<file path="config.mk">
export PLATFORM = sky130hd
export DESIGN_NAME = cla_cell
export DESIGN_NICKNAME = d
export VERILOG_FILES = /design/src/rtl/cla_pkg.sv /design/src/rtl/cla_inv_decode.sv /design/src/rtl/cla_xor2.sv /design/src/rtl/cla_gate3.sv /design/src/rtl/cla_out_pipe.sv /design/src/rtl/cla_cell.sv
export SDC_FILE = /design/constraint.sdc
export NUM_CORES = 1
export LEC_CHECK = 0
export ABC_AREA = 1
export BUFFER_PORTS_ARGS = -buffer_cell sky130_fd_sc_hd__buf_2
export CORE_AREA = 2 2 39 41
export DETAILED_ROUTE_END_ITERATION = 12
export DIE_AREA = 0 0 41 43
export GPL_TIMING_DRIVEN = 0
export PLACE_DENSITY = 0.36
export SLEW_MARGIN = 10
export SYNTH_ARGS = -nofsm -noshare
export SYNTH_HDL_FRONTEND = slang
export SYNTH_HIERARCHICAL = 1
export SYNTH_SLANG_ARGS = --single-unit
</file>
<file path="constraint.sdc">
create_clock -name clk -period 0.8 [get_ports clk]
set_input_delay 0.04 -clock clk [delete_from_list [all_inputs] [get_ports clk]]
set_output_delay 0.04 -clock clk [all_outputs]
set_load 0.02 [all_outputs]
</file>
<file path="src/rtl/cla_pkg.sv">
package cla_pkg;
   localparam int CFG_W    = 6;
   localparam int N_IN     = 3;
   localparam int CODE_W   = 3;
   localparam int MODE_BIT = 5;
   localparam int OR_BIT   = 4;
   localparam int RSVD_BIT = 3;

   typedef enum logic {
      CLA_XOR2  = 1'b0,
      CLA_GATE3 = 1'b1
   } cla_mode_e;

   typedef enum logic {
      CLA_AND = 1'b0,
      CLA_OR  = 1'b1
   } cla_op_e;
endpackage

</file>
<file path="src/rtl/cla_inv_decode.sv">
module cla_inv_decode
   import cla_pkg::*;
#(
   parameter int N = N_IN
) (
   input  logic [CODE_W-1:0] code_i,
   output logic [N-1:0]      mask_o
);
   if (N != 3) begin : g_bad_n
      $error("cla_inv_decode supports exactly three inputs");
   end

   always_comb begin
      case (code_i)
         3'd0:    mask_o = 3'b000;
         3'd1:    mask_o = 3'b001;
         3'd2:    mask_o = 3'b010;
         3'd3:    mask_o = 3'b100;
         3'd4:    mask_o = 3'b011;
         3'd5:    mask_o = 3'b101;
         3'd6:    mask_o = 3'b110;
         default: mask_o = 3'b111;
      endcase
   end
endmodule

</file>
<file path="src/rtl/cla_xor2.sv">
module cla_xor2 (
   input  logic [1:0] pin_i,
   input  logic [1:0] inv_i,
   output logic       y_o
);
   logic [1:0] cond;
   assign cond = pin_i ^ inv_i;
   assign y_o  = cond[0] ^ cond[1];
endmodule

</file>
<file path="src/rtl/cla_gate3.sv">
module cla_gate3
   import cla_pkg::*;
#(
   parameter int N = N_IN
) (
   input  logic [N-1:0] pin_i,
   input  logic [N-1:0] mask_i,
   input  cla_op_e      op_i,
   output logic         y_o
);
   logic [N-1:0] cond;

   for (genvar k = 0; k < N; k++) begin : g_inv
      assign cond[k] = mask_i[k] ? ~pin_i[k] : pin_i[k];
   end

   assign y_o = (op_i == CLA_OR) ? (|cond) : (&cond);
endmodule

</file>
<file path="src/rtl/cla_out_pipe.sv">
module cla_out_pipe #(
   parameter int STAGES = 1
) (
   input  logic clk,
   input  logic rst_n,
   input  logic d_i,
   output logic q_o
);
   logic [STAGES-1:0] pipe_q;

   if (STAGES < 1) begin : g_bad_stages
      $error("cla_out_pipe needs at least one stage");
   end

   if (STAGES == 1) begin : g_single
      always_ff @(posedge clk or negedge rst_n) begin
         if (!rst_n) pipe_q <= '0;
         else        pipe_q <= d_i;
      end
   end else begin : g_multi
      always_ff @(posedge clk or negedge rst_n) begin
         if (!rst_n) pipe_q <= '0;
         else        pipe_q <= {pipe_q[STAGES-2:0], d_i};
      end
   end

   assign q_o = pipe_q[STAGES-1];
endmodule

</file>
<file path="src/rtl/cla_cell.sv">
module cla_cell
   import cla_pkg::*;
#(
   parameter int STAGES = 1
) (
   input  logic             clk,
   input  logic             rst_n,
   input  logic [CFG_W-1:0] cfg_i,
   input  logic [N_IN-1:0]  pin_i,
   output logic             out_o
);
   if (CFG_W != 6) begin : g_bad_cfg
      $error("cla_cell expects a 6-bit configuration word");
   end

   cla_mode_e        mode;
   cla_op_e          op;
   logic [N_IN-1:0]  mask;
   logic             xor_y;
   logic             gate_y;
   logic             next_y;
   logic             cfg_unused;

   assign mode       = cla_mode_e'(cfg_i[MODE_BIT]);
   assign op         = cla_op_e'(cfg_i[OR_BIT]);
   assign cfg_unused = cfg_i[RSVD_BIT];

   cla_inv_decode #(.N(N_IN)) u_dec (
      .code_i (cfg_i[CODE_W-1:0]),
      .mask_o (mask)
   );

   cla_xor2 u_xor (
      .pin_i (pin_i[1:0]),
      .inv_i (cfg_i[1:0]),
      .y_o   (xor_y)
   );

   cla_gate3 #(.N(N_IN)) u_gate (
      .pin_i  (pin_i),
      .mask_i (mask),
      .op_i   (op),
      .y_o    (gate_y)
   );

   assign next_y = (mode == CLA_GATE3) ? gate_y : xor_y;

   cla_out_pipe #(.STAGES(STAGES)) u_pipe (
      .clk   (clk),
      .rst_n (rst_n),
      .d_i   (next_y),
      .q_o   (out_o)
   );
endmodule

</file>
# [After elaboration in Yosys (flattened, before gate mapping)]
# Index checks and enable logic that the tools add are counted.
[totals] reg_bits=1 latch_bits=0 ramBits=0 mem_bits_ro=0 input_bits=11 memories=0
[classes] add_sub_neg=0 mul=0 n_div=0 n_lt_le_gt_ge=0 eq_ne=6 n_shift=0 muxes=6 bitwise=5 reduce_logical=3
[op_table] cell="one-hot mux 3 bit (7 select lines)" n=1
[op_table] cell="equality test 3 bit, second input constant" n=3
[op_table] cell="equality test 3 x 2 -> 1 bit, second input constant" n=2
[op_table] cell="two-way mux 1 bit" n=5
[op_table] cell="equality test 3 x 1 -> 1 bit, second input constant" n=1
[op_table] cell="zero test 3 bit" n=1
[op_table] cell="NOT 1 bit" n=3
[op_table] cell="AND reduction 3 bit" n=1
[op_table] cell="OR reduction 3 bit" n=1
[op_table] cell="XOR 2 bit" n=1
[op_table] cell="XOR 1 bit" n=1

# [Longest topological paths before layout]
[depth] depth_word=6 depth_mapped=10 ltp_nobuf=10

# [Modules after synthesis]
# The synthesis kept the hierarchy.
[by_module_without_submodules] mod="cla_gate3" instances=1 cells_each=27 area_each_um2=105.1 seq_area_each_um2=0.0
[by_module_without_submodules] mod="cla_xor2" instances=1 cells_each=19 area_each_um2=73.8 seq_area_each_um2=0.0
[by_module_without_submodules] mod="cla_inv_decode" instances=1 cells_each=8 area_each_um2=33.8 seq_area_each_um2=0.0
[by_module_without_submodules] mod="cla_out_pipe" instances=1 cells_each=1 area_each_um2=25.0 seq_area_each_um2=25.0
[by_module_without_submodules] mod="cla_cell" instances=1 cells_each=4 area_each_um2=15.0 seq_area_each_um2=0.0

# [Worst setup path before layout]
# No wires, ideal clock.
[synth_timing] path_kind="in2reg" startpoint="input cfg_i[2]" endpoint="register u_pipe.pipe_q, in the netlist u_pipe/q_o" setup_time_ns=0.116 arrival_ns=0.641 required_ns=0.684 slack_ns=0.042 stages=9 n_path_buf=0 path_cell_list="nand2_1 -> a21oi_1 -> nand2_1 -> nand2_1 -> nand3_1 -> nand2_1 -> nand2_1 -> nand2_1 -> nand2_1"
[synth_between] elab_chain_len=6
[synth_rtl] element="start, declared" line_no="cla_cell.sv:8" text="input logic [CFG_W-1:0] cfg_i,"
[synth_rtl] element="equality test 3 bit, or another cell as far along" line_no="cla_inv_decode.sv:14" text="case (code_i)"
[synth_rtl] element="one-hot mux 3 bit (7 select lines) *" line_no="cla_inv_decode.sv:14"
[synth_rtl] element="net mask[2]" line_no="cla_cell.sv:18" text="logic [N_IN-1:0] mask;"
[synth_rtl] element="two-way mux 1 bit *" line_no="cla_gate3.sv:14" text="assign cond[k] = mask_i[k] ? ~pin_i[k] : pin_i[k];"
[synth_rtl] element="AND reduction 3 bit / OR reduction 3 bit (equally long branches)" line_no="cla_gate3.sv:17" text="assign y_o = (op_i == CLA_OR) ? (|cond) : (&cond);"
[synth_rtl] element="two-way mux 1 bit *" line_no="cla_gate3.sv:17"
[synth_rtl] element="net gate_y" line_no="cla_cell.sv:20" text="logic gate_y;"
[synth_rtl] element="two-way mux 1 bit *" line_no="cla_cell.sv:46" text="assign next_y = (mode == CLA_GATE3) ? gate_y : xor_y;"
[synth_rtl] element="net next_y" line_no="cla_cell.sv:21" text="logic next_y;"
[synth_rtl] element="end signal, assigned" line_no="cla_out_pipe.sv:18" text="else pipe_q <= d_i;"
[synth_rtl] element="end, declared" line_no="cla_out_pipe.sv:9" text="logic [STAGES-1:0] pipe_q;"
# The timed path passes the listed nets; every way through them passes the cells marked *.

# [Worst setup path in the final report]
# Same ends and word-level chain as after synthesis.

==> metrics <==
share of the yosys chip area belonging to registers=0.0990; WL per Instance=6.51 um; CP max-delay cell=nor2_4; Filler cells=around 160; pre-CTS WS=-0.219 ns; worst rel slew slack=0.904; RSZ-0062 raised after global routing=yes; arrival time of the worst setup path=0.78 ns; Post-Synth Simple-Gate Area=0.619; total number of vias=330; all-layer global routing usage=0.0649; Synth Area in XOR/XNOR=0; WP depth=11; initial antenna violation count=0; storage element area=25.0 sq um; number of global-route vias before repair=256; port bufs=10; Die Span Y=43 um; area of the multi-input gates=210 sq um; share of cells above drive strength 1=0.257; Worst Tran Pin Value=0.144 ns; pwr dens=630 nW/um^2; Pleak=0.270 nW; Final Max Tran Viols=0; most frequent cells in the layout=nand2_1 (32), inv_1 (15), buf_2 (7), a21oi_2 (2), nor2_2 (2); Synth Area in Compound Gates=0.0594; Buf/Inv on CP=2; Synth Cell Area=253 sq um; Initial Util=0.183; Top-Level Pins=12; Final Net Count=83; fin crit period=0.901 ns; first-pass GRT wire length=869 um; diode count=0; pin count of the biggest net entering global routing=8; die width=41 um; post-detail-place hpwl=471 um; Routed WL=between 500 and 600 um; crit path capture type=register; outcome=complete, but fails checks; CP peak stage delay=0.14 ns; Worst-path clk slew=0 ns; # DRC=0; critical-path cell list=buf_12 -> nor2_4 -> a21oi_2 -> inv_1 -> nand2_1 -> nand2_1 -> nand3_1 -> nand2_1 -> nand2_1 -> nand2_1 -> nand2_1; CP max FO=4; TritonRoute pass-1 iters=4; top cell type's share of synthesized area=0.505; fmax=1.11 GHz; number of DRC markers in iteration 0=4; area grow syn2layout=59.4%; Worst Setup SP=cfg_i[2]; cell mode on critical path=nand2_1; post-synthesis mux area share=0; via/cell ratio=3.84; WS Path Type=in -> reg; Mapped Nets=70; failing checks=negative setup slack; Final Setup Violations=1; Hold Fails Final Rpt=0; grt ovf=0; CP Capture Point=u_pipe/q_o; top cells by area, synth=nand2_1 (50%), inv_1 (22%), dfrtp_1 (9.9%); Critical Path RT=between 0.6 and 0.7 ns; delay-heaviest family, CP=simple AND/OR/NAND/NOR gates; setup ws final=-0.101 ns; Distinct cells, synth=8; max_cap viols=0; Final ANT Viol Nets=0; most common cell after layout, fill and taps aside=nand2_1; adder-cell share of the synthesized area=0; largest family of logic cells by synthesized area=simple AND/OR/NAND/NOR gates; die area=approximately 1800 sq um; largest area contributor in the netlist=nand2_1; Peak VDD IR=roughly 160 uV; core area=1380 sq um; gpl congestion=0.624; Syn Area/Cell=4.28 sq um; Synth Instances=59; Yosys warning count=6; row count=14; nature of the critical path startpoint=input port; flops & latches, synth=1; Tcrit/Tclk final=1.13; Hold Path Class=in -> reg; max reg flops=1; post-CTS setup buffers=0; Hold WS=0.259 ns
[what timing repair did]
| action | in CTS | in global routing |
|---|---|---|
| pin swaps | 4 | 0 |
| gates resized for setup | 18 | 1 |
| hold endpoints to repair | 1 | 0 |
| endpoints found under the setup margin | 1 | 1 |
| hold buffers | 1 | 0 |
[stage by stage]
stage	cells	util	cell area [sq um]	total power [mW]	TNS (ns)
6_report	86	0.291	403	0.254	-0.101
5_1_grt	86	0.291	403	0.284	-0.219
4_1_cts	86	0.288	398	0.253	-0.109
3_5_place_dp	85	0.233	323	0.212	-0.219
3_3_place_gp	85	0.233	323	0.211	-0.224
2_1_floorplan	59	-	253	0.155	0
[worst min-delay path by stage]
stage | startpoint | endpoint | slack [ns] | cells past startpoint
after global routing | cfg_i[5] | u_pipe/q_o | 0.28 | 3
after CTS | cfg_i[5] | u_pipe/q_o | 0.26 | 3
after floorplan | rst_n | u_pipe/q_o | -0.26 | 0
after global placement | rst_n | u_pipe/q_o | -0.19 | 1
after detailed placement | rst_n | u_pipe/q_o | -0.18 | 1
final | cfg_i[5] | u_pipe/q_o | 0.26 | 3
[report_power, final]
part           internal [mW]  leakage (nW)  total, mW  switching (mW)
Sequential            0.0572        0.0122     0.0583         0.00112
Clock                      0             0          0               0
Combinational         0.0879         0.258      0.195           0.107
[synthesized netlist by cell type]
master,count
nand2_1,34
dfrtp_1,1
nor2_1,3
nand3_1,1
a21oi_1,3
inv_1,15
nand4_1,1
nor2_2,1
[layer usage]
| metal | track usage | wire [um] | up-vias |
|---|---|---|---|
| li1 | - | - | 190 |
| met1 | 0.0823 | 262 | 133 |
| met5 | 0 | 0 | - |
| met4 | 0 | 0 | 0 |
| met2 | 0.122 | 260 | 7 |
| met3 | 0 | 38 | 0 |
[layout make-up]
| type | count | share of cell area |
|---|---|---|
| multi-input cells | 43 | 0.522 |
| repair buffers | 11 | 0.227 |
| well taps | 16 | 0.0497 |
| inverters | 15 | 0.140 |
| flip-flops and latches | 1 | 0.0621 |
[cells by family (layout without fill, tap and decap cells)]
| group | count (synthesis) | after routing |
|---|---|---|
| simple gates | 40 | 40 |
| buf+inv | 15 | 26 |
| compound gates | 3 | 3 |
| flops | 1 | 1 |
(Power assumes the default switching activity.)
